File: src/rtl/fpadd_pkg.sv
package fpadd_pkg;
  localparam int EXP_W  = 8;
  localparam int FRAC_W = 23;
  localparam int WORD_W = 1 + EXP_W + FRAC_W;
  localparam int MAN_W  = FRAC_W + 1;
  localparam int EXT_W  = MAN_W + 3;
  localparam int SUM_W  = EXT_W + 1;
  localparam int XW     = EXP_W + 2;
  localparam int LZ_W   = $clog2(EXT_W + 1);
  localparam logic [XW-1:0] EXP_TOP = XW'((1 << EXP_W) - 1);

  localparam logic [WORD_W-1:0] QNAN =
    {1'b0, {EXP_W{1'b1}}, 1'b1, {(FRAC_W-1){1'b0}}};

  typedef struct packed {
    logic              sign;
    logic [XW-1:0]     exp;
    logic [MAN_W-1:0]  man;
    logic              is_nan;
    logic              is_inf;
    logic              is_zero;
  } opnd_t;

  typedef enum logic [2:0] {
    ST_IDLE, ST_ALIGN, ST_SUM, ST_NORM, ST_PACK, ST_HOLD
  } fsm_t;

  // right shift keeping a sticky OR of every bit shifted out
  function automatic logic [EXT_W-1:0] shr_sticky(logic [EXT_W-1:0] v,
                                                  logic [XW-1:0] d);
    logic [EXT_W-1:0] lost;
    logic [EXT_W-1:0] kept;
    if (d >= XW'(EXT_W)) begin
      shr_sticky = {{(EXT_W-1){1'b0}}, |v};
    end else begin
      lost = v & ~({EXT_W{1'b1}} << d);
      kept = v >> d;
      shr_sticky = {kept[EXT_W-1:1], kept[0] | (|lost)};
    end
  endfunction

  // special operand combinations: {hit, word}
  function automatic logic [WORD_W:0] special_pick(opnd_t a, opnd_t b);
    logic [WORD_W-1:0] inf_a, inf_b;
    inf_a = {a.sign, {EXP_W{1'b1}}, {FRAC_W{1'b0}}};
    inf_b = {b.sign, {EXP_W{1'b1}}, {FRAC_W{1'b0}}};
    if (a.is_nan || b.is_nan)
      special_pick = {1'b1, QNAN};
    else if (a.is_inf && b.is_inf && (a.sign != b.sign))
      special_pick = {1'b1, QNAN};
    else if (a.is_inf)
      special_pick = {1'b1, inf_a};
    else if (b.is_inf)
      special_pick = {1'b1, inf_b};
    else if (a.is_zero && b.is_zero)
      special_pick = {1'b1, a.sign & b.sign, {(WORD_W-1){1'b0}}};
    else
      special_pick = {1'b0, {WORD_W{1'b0}}};
  endfunction
endpackage

File: src/rtl/fpadd_classify.sv
module fpadd_classify
  import fpadd_pkg::*;
(
  input  logic [WORD_W-1:0] word,
  output opnd_t             info
);
  logic [EXP_W-1:0]  efield;
  logic [FRAC_W-1:0] ffield;

  always_comb begin
    efield = word[WORD_W-2 -: EXP_W];
    ffield = word[FRAC_W-1:0];
    info.sign    = word[WORD_W-1];
    info.is_nan  = (&efield) && (|ffield);
    info.is_inf  = (&efield) && !(|ffield);
    info.is_zero = !(|efield) && !(|ffield);
    if (efield == '0) begin
      info.exp = XW'(1);
      info.man = {1'b0, ffield};
    end else begin
      info.exp = {2'b00, efield};
      info.man = {1'b1, ffield};
    end
  end
endmodule

File: src/rtl/fpadd_lzc.sv
module fpadd_lzc #(
  parameter int W = 27,
  localparam int CW = $clog2(W + 1)
) (
  input  logic [W-1:0]  v,
  output logic [CW-1:0] cnt
);
  always_comb begin
    cnt = CW'(W);
    for (int i = 0; i < W; i++) begin
      if (v[i]) cnt = CW'(W - 1 - i);
    end
  end
endmodule

File: src/rtl/fpadd_round.sv
module fpadd_round
  import fpadd_pkg::*;
(
  input  logic              sign,
  input  logic [XW-1:0]     exp,
  input  logic [EXT_W-1:0]  m,
  output logic [WORD_W-1:0] word
);
  logic             inc;
  logic [MAN_W:0]   mr;
  logic [MAN_W-1:0] man_f;
  logic [XW-1:0]    e_f;

  always_comb begin
    inc = m[2] & (m[1] | m[0] | m[3]);
    mr  = {1'b0, m[EXT_W-1:3]} + {{MAN_W{1'b0}}, inc};
    if (mr[MAN_W]) begin
      man_f = mr[MAN_W:1];
      e_f   = exp + XW'(1);
    end else begin
      man_f = mr[MAN_W-1:0];
      e_f   = exp;
    end
    if (e_f >= EXP_TOP)
      word = {sign, {EXP_W{1'b1}}, {FRAC_W{1'b0}}};
    else if (man_f[MAN_W-1])
      word = {sign, e_f[EXP_W-1:0], man_f[FRAC_W-1:0]};
    else
      word = {sign, {EXP_W{1'b0}}, man_f[FRAC_W-1:0]};
  end
endmodule

File: src/rtl/fpadd_hs.sv
module fpadd_hs
  import fpadd_pkg::*;
#(
  parameter int TAG_W = 5
) (
  input  logic              clk,
  input  logic              rst_n,
  input  logic [WORD_W-1:0] in_a,
  input  logic [WORD_W-1:0] in_b,
  input  logic [TAG_W-1:0]  in_tag,
  input  logic              in_stb,
  output logic              in_ack,
  output logic [WORD_W-1:0] out_z,
  output logic [TAG_W-1:0]  out_tag,
  output logic              out_stb,
  input  logic              out_ack
);
  fsm_t state;

  logic [WORD_W-1:0] op_w [2];
  opnd_t             cls  [2];
  logic [TAG_W-1:0]  tag_q;

  logic              spec_hit, spec_hit_q;
  logic [WORD_W-1:0] spec_word, spec_word_q;
  logic              swap;
  opnd_t             big, sml;
  logic [XW-1:0]     gap;

  logic [EXT_W-1:0]  big_m, sml_m;
  logic              r_sign, r_sub, r_zero;
  logic [XW-1:0]     r_exp;
  logic [SUM_W-1:0]  sum_q;
  logic [EXT_W-1:0]  norm_q;

  logic [LZ_W-1:0]   lz;
  logic [XW-1:0]     lz_x, exp_room, lshift;
  logic [WORD_W-1:0] rounded;

  // named events for the checker
  logic accept, deliver, busy;
  assign accept  = in_stb & in_ack;
  assign deliver = out_stb & out_ack;
  assign busy    = (state != ST_IDLE);
  assign in_ack  = (state == ST_IDLE) & in_stb;

  for (genvar g = 0; g < 2; g++) begin : g_cls
    fpadd_classify u_cls (.word(op_w[g]), .info(cls[g]));
  end

  always_comb begin
    {spec_hit, spec_word} = special_pick(cls[0], cls[1]);
    swap = op_w[1][WORD_W-2:0] > op_w[0][WORD_W-2:0];
    big  = swap ? cls[1] : cls[0];
    sml  = swap ? cls[0] : cls[1];
    gap  = big.exp - sml.exp;
  end

  fpadd_lzc #(.W(EXT_W)) u_lzc (.v(sum_q[EXT_W-1:0]), .cnt(lz));

  always_comb begin
    lz_x     = {{(XW-LZ_W){1'b0}}, lz};
    exp_room = r_exp - XW'(1);
    lshift   = (lz_x < exp_room) ? lz_x : exp_room;
  end

  fpadd_round u_rnd (.sign(r_sign), .exp(r_exp), .m(norm_q), .word(rounded));

  always_ff @(posedge clk or negedge rst_n) begin
    if (!rst_n) begin
      state       <= ST_IDLE;
      op_w[0]     <= '0;
      op_w[1]     <= '0;
      tag_q       <= '0;
      spec_hit_q  <= 1'b0;
      spec_word_q <= '0;
      big_m       <= '0;
      sml_m       <= '0;
      r_sign      <= 1'b0;
      r_sub       <= 1'b0;
      r_zero      <= 1'b0;
      r_exp       <= '0;
      sum_q       <= '0;
      norm_q      <= '0;
      out_z       <= '0;
      out_tag     <= '0;
      out_stb     <= 1'b0;
    end else begin
      case (state)
        ST_IDLE: begin
          if (accept) begin
            op_w[0] <= in_a;
            op_w[1] <= in_b;
            tag_q   <= in_tag;
            state   <= ST_ALIGN;
          end
        end
        ST_ALIGN: begin
          spec_hit_q  <= spec_hit;
          spec_word_q <= spec_word;
          big_m       <= {big.man, 3'b000};
          sml_m       <= shr_sticky({sml.man, 3'b000}, gap);
          r_exp       <= big.exp;
          r_sign      <= big.sign;
          r_sub       <= big.sign ^ sml.sign;
          state       <= ST_SUM;
        end
        ST_SUM: begin
          sum_q <= r_sub ? ({1'b0, big_m} - {1'b0, sml_m})
                         : ({1'b0, big_m} + {1'b0, sml_m});
          state <= ST_NORM;
        end
        ST_NORM: begin
          r_zero <= (sum_q == '0);
          if (sum_q[SUM_W-1]) begin
            norm_q <= {sum_q[SUM_W-1:2], sum_q[1] | sum_q[0]};
            r_exp  <= r_exp + XW'(1);
          end else begin
            norm_q <= sum_q[EXT_W-1:0] << lshift;
            r_exp  <= r_exp - lshift;
          end
          state <= ST_PACK;
        end
        ST_PACK: begin
          if (spec_hit_q)  out_z <= spec_word_q;
          else if (r_zero) out_z <= '0;
          else             out_z <= rounded;
          out_tag <= tag_q;
          out_stb <= 1'b1;
          state   <= ST_HOLD;
        end
        ST_HOLD: begin
          if (deliver) begin
            out_stb <= 1'b0;
            state   <= ST_IDLE;
          end
        end
        default: state <= ST_IDLE;
      endcase
    end
  end
endmodule

File: config.mk
export PLATFORM = sky130hd
export DESIGN_NAME = fpadd_hs
export DESIGN_NICKNAME = d
export VERILOG_FILES = /design/src/rtl/fpadd_pkg.sv /design/src/rtl/fpadd_classify.sv /design/src/rtl/fpadd_lzc.sv /design/src/rtl/fpadd_round.sv /design/src/rtl/fpadd_hs.sv
export SDC_FILE = /design/constraint.sdc
export NUM_CORES = 1
export LEC_CHECK = 0
export BUFFER_PORTS_ARGS = -buffer_cell sky130_fd_sc_hd__buf_4
export CORE_MARGIN = 10
export CORE_UTILIZATION = 55
export DETAILED_ROUTE_END_ITERATION = 8
export MAX_ROUTING_LAYER = met4
export PLACE_DENSITY = 0.73
export SYNTH_ARGS = -nofsm -noshare
export SYNTH_HDL_FRONTEND = slang
export SYNTH_HIERARCHICAL = 1
export SYNTH_SLANG_ARGS = --single-unit
File: constraint.sdc
create_clock -name clk -period 9.9 [get_ports clk]
set_input_delay 0.99 -clock clk [delete_from_list [all_inputs] [get_ports clk]]
set_output_delay 0.99 -clock clk [all_outputs]
set_load 0.005 [all_outputs]
==> flow_summary.rst <==
.. list-table::
   :header-rows: 1

   * - Metric
     - Value
   * - Final Slew Violations
     - 0
   * - Number of antenna-violating nets in the routed design
     - 0
   * - Synth area leader
     - dfrtp_1
   * - CTS root buf
     - clkbuf_16
   * - Count of max-cap constraint violations
     - 0
   * - Class of the most critical hold timing path
     - input pin to async pin
   * - Standard cell core area
     - roughly 36000 sq um
   * - Unrepaired setup endpoints after global routing
     - no
   * - Count of TritonRoute iterations in the first routing pass
     - 6
   * - Period utilisation layout
     - ~70%
   * - Routability congestion estimate
     - approximately 0.96
   * - Worst Setup Slack post-DPL
     - about 3000 ps
   * - R2R setup slack
     - between 2000 and 3000 ps
   * - Number of register bits inferred by synthesis
     - between 200 and 250
   * - Post-synth EDFFs
     - 0
   * - WL per Instance
     - roughly 22 um
   * - Clock Tree Buf Depth
     - 3
   * - Count of buffers inserted at the top-level ports
     - around 110
   * - Cell seen most often among critical-path stages
     - a21oi_1
   * - Top sig layer
     - met4
   * - Final worst clock skew
     - about 20 ps
   * - Data arrival time of the critical path
     - 7360 ps
   * - Number of CTS-inserted buffers
     - 27
   * - Cell types with the largest area share after synthesis
     - dfrtp_1 (29%), mux2i_1 (7.3%), nand2_1 (6.7%)
   * - Wl on met1
     - around 26000 um
   * - DRC marker count from the first detailed-route iteration
     - approximately 1.5k
   * - Post-DP HPWL
     - between 40000 and 50000 um
   * - Routed met3 length
     - 3158 um
   * - Final setup viols
     - 0
   * - Clock-pin transition on the worst setup and hold timing paths
     - around 70 ps
   * - Die ar.
     - 44000 sq um
   * - Via/cell ratio
     - 6.373
   * - Pin count of the biggest net entering global routing
     - 109
   * - Area share of the largest cell type after synthesis
     - between 20% and 30%
   * - Post-cts sizing count
     - 0
   * - Most used flip-flop cell after synthesis
     - dfrtp_1
   * - Via count of the first global-routing pass
     - roughly 18k
   * - Latest clock arrival within the worst-skew pair
     - just under 600 ps
   * - Die Height
     - between 200 and 250 um
   * - Final number of hold-violating endpoints
     - 0
   * - Synthesis warning total
     - 6
   * - Tightest hold margin
     - between 400 and 500 ps
   * - Global-route wire length before repair
     - 99550 um
   * - Status
     - finished, final reports clean
   * - Maximum level of the CTS H-tree
     - 1
   * - Shortest period the worst path allows
     - just under 7000 ps
   * - Relative slew slack
     - a little under a quarter
   * - Count of mapped cells out of synthesis
     - roughly 2.4k
   * - Count of inserted antenna diode cells
     - 0
   * - Number of nets in the layout
     - between 2k and 3k
   * - Maximum clock frequency
     - 144.6 MHz
   * - Cell variety after synth
     - about 100
   * - Share of layout cells above drive strength 1
     - roughly an eighth
   * - Detailed-route DRC error count
     - 0
   * - Worst Path Max Fanout
     - 25
   * - Top-Level Pins
     - 112
   * - Worst setup SP type
     - flip-flop
   * - Total number of vias
     - 18.41k
   * - WP data required
     - ~10000 ps
   * - Kind of critical path
     - flip-flop to flip-flop
   * - Synthesized area
     - roughly 20000 sq um
   * - Synth-to-Final Area Change
     - 8.068%
   * - Kind of end point of the critical path
     - flip-flop
   * - Num Clock Sinks
     - between 200 and 250
   * - Worst-path cell with the longest stage delay
     - mux2_2
   * - Hold buffers post-CTS
     - 0
   * - Setup slack of the critical path after layout
     - 2985 ps
   * - Wire length on met2
     - roughly 30000 um
   * - Effective utilization at floorplan
     - 55.67%
   * - Postcts setup bufs
     - 0
   * - Async SR Flop Fraction
     - 100.0%
   * - Final total negative setup slack
     - 0 ps
   * - Die X
     - 209.8 um
   * - Count of buffer and inverter cells on the critical path
     - 2
   * - Initial antenna violation count
     - 0
   * - Sequential-to-total area share from yosys stat
     - approximately 29%
   * - Tightest Pin Transition
     - approximately 1200 ps
   * - Final WL
     - 62500 um
   * - Congestion Overflow GR
     - 0
   * - Largest stage delay, worst path
     - ~800 ps
   * - GRT Overall Usage
     - 28.30%
   * - Largest delay contributor family on the critical path
     - compound AO/OA/AOI/OAI gates
   * - TritonCTS clock tree
     - yes
   * - Post-synthesis average cell area
     - between 8 and 9 sq um
   * - Standard-cell rows
     - 69
==> Yosys cell counts (9+ instances only) <==
master	number
and2_1	17
ha_1	99
a22oi_1	17
nand3_1	62
nand2b_1	27
nor3_1	79
mux2_2	55
o31ai_1	23
nand4_1	26
clkbuf_1	113
inv_1	112
nor2b_1	22
o211ai_1	24
o22ai_1	14
buf_2	20
o21ai_0	182
nor4_1	40
a211oi_1	22
or3_1	22
maj3_1	12
nand2_1	351
buf_4	55
a31oi_1	50
o21ai_1	9
mux2i_1	144
mux4_2	13
xor2_1	26
dfrtp_1	233
buf_1	15
o21a_1	16
and3_1	25
or4_1	11
xnor2_1	44
o21bai_1	14
a21oi_1	125
nor2_1	163
==> registers in the layout, indices dropped and copies added, names as in the netlist <==
name and count:
big_m 24, norm_q 27, op_w 64, out_stb 1, out_tag 5, out_z 32, r_exp 10, r_sign 1
r_sub 1, r_zero 1, sml_m 27, spec_hit_q 1, spec_word_q 3, state 3, sum_q 28, tag_q 5
==> metrics by stage <==
stage	cell area, sq um	instances	utilization, %
after global routing	21400	2889	60.17
after detailed placement	20460	2839	57.52
after CTS	21400	2889	60.17
after floorplan	19810	2449	-
final	21400	2889	60.17
after global placement	20460	2839	57.52
==> cells by family after synthesis <==
family	synth area share [%]
and+or+nand+nor	21.66
AOI/OAI and AO/OA	19.28
buffers and inverters	7.348
DFF	29.44
muxes	12.07
adders and majority gates	7.064
xor gates and xnor gates	3.096
other	0.03792
==> per-layer routing <==
| layer | vias to the layer above | track usage, % |
|---|---|---|
| met5 | - | - |
| met4 | 0 | 13.89 |
| met3 | 197 | 3.489 |
| met2 | 630 | 47.04 |
| met1 | 8899 | 33.42 |
| li1 | 8687 | - |
==> cell usage in the layout (no fill, tap or decap), drive strengths merged, types with 8 or more instances in the layout <==
cell / count
and3: 25
o21bai: 14
nand2b: 27
mux2: 58
ha: 99
o31a: 9
nand4: 28
nand3: 62
o21a: 16
inv: 113
o22ai: 14
clkbuf: 36
xor2: 26
nand2: 352
a211oi: 22
xnor2: 44
nor4: 44
buf: 135
nor3: 80
or3: 23
nor2b: 22
mux2i: 144
maj3: 12
o31ai: 23
nor2: 165
dfrtp: 233
a21oi: 126
and2: 18
or2: 8
mux4: 13
o211ai: 24
a22oi: 17
a31oi: 50
or4: 12
o21ai: 192
o221ai: 8
==> final timing paths <==
check	startpoint	to	cells after the start
max	sum_q[10]	r_exp[9]	27
min reg2reg	out_z[2]	out_z[2]	2
max in group asynchronous	rst_n	op_w[8]	2
max reg2reg	sum_q[10]	r_exp[9]	27
min	rst_n	out_z[18]	1
min in group clk	out_z[2]	out_z[2]	2
==> layout make-up <==
cell class / instances / area [sq um]
clock inverters: 14 / 161.4
well taps: 461 / 576.8
clock buffers: 36 / 779.5
multi-input cells: 1896 / 12600
flip-flops and latches: 233 / 5831
repair buffers: 135 / 1021
inverters: 114 / 427.9
fillers: 3269 / 14170
Power is not shown: default switching activity piles up to over one toggle a cycle in this logic, so the estimate is an artifact.
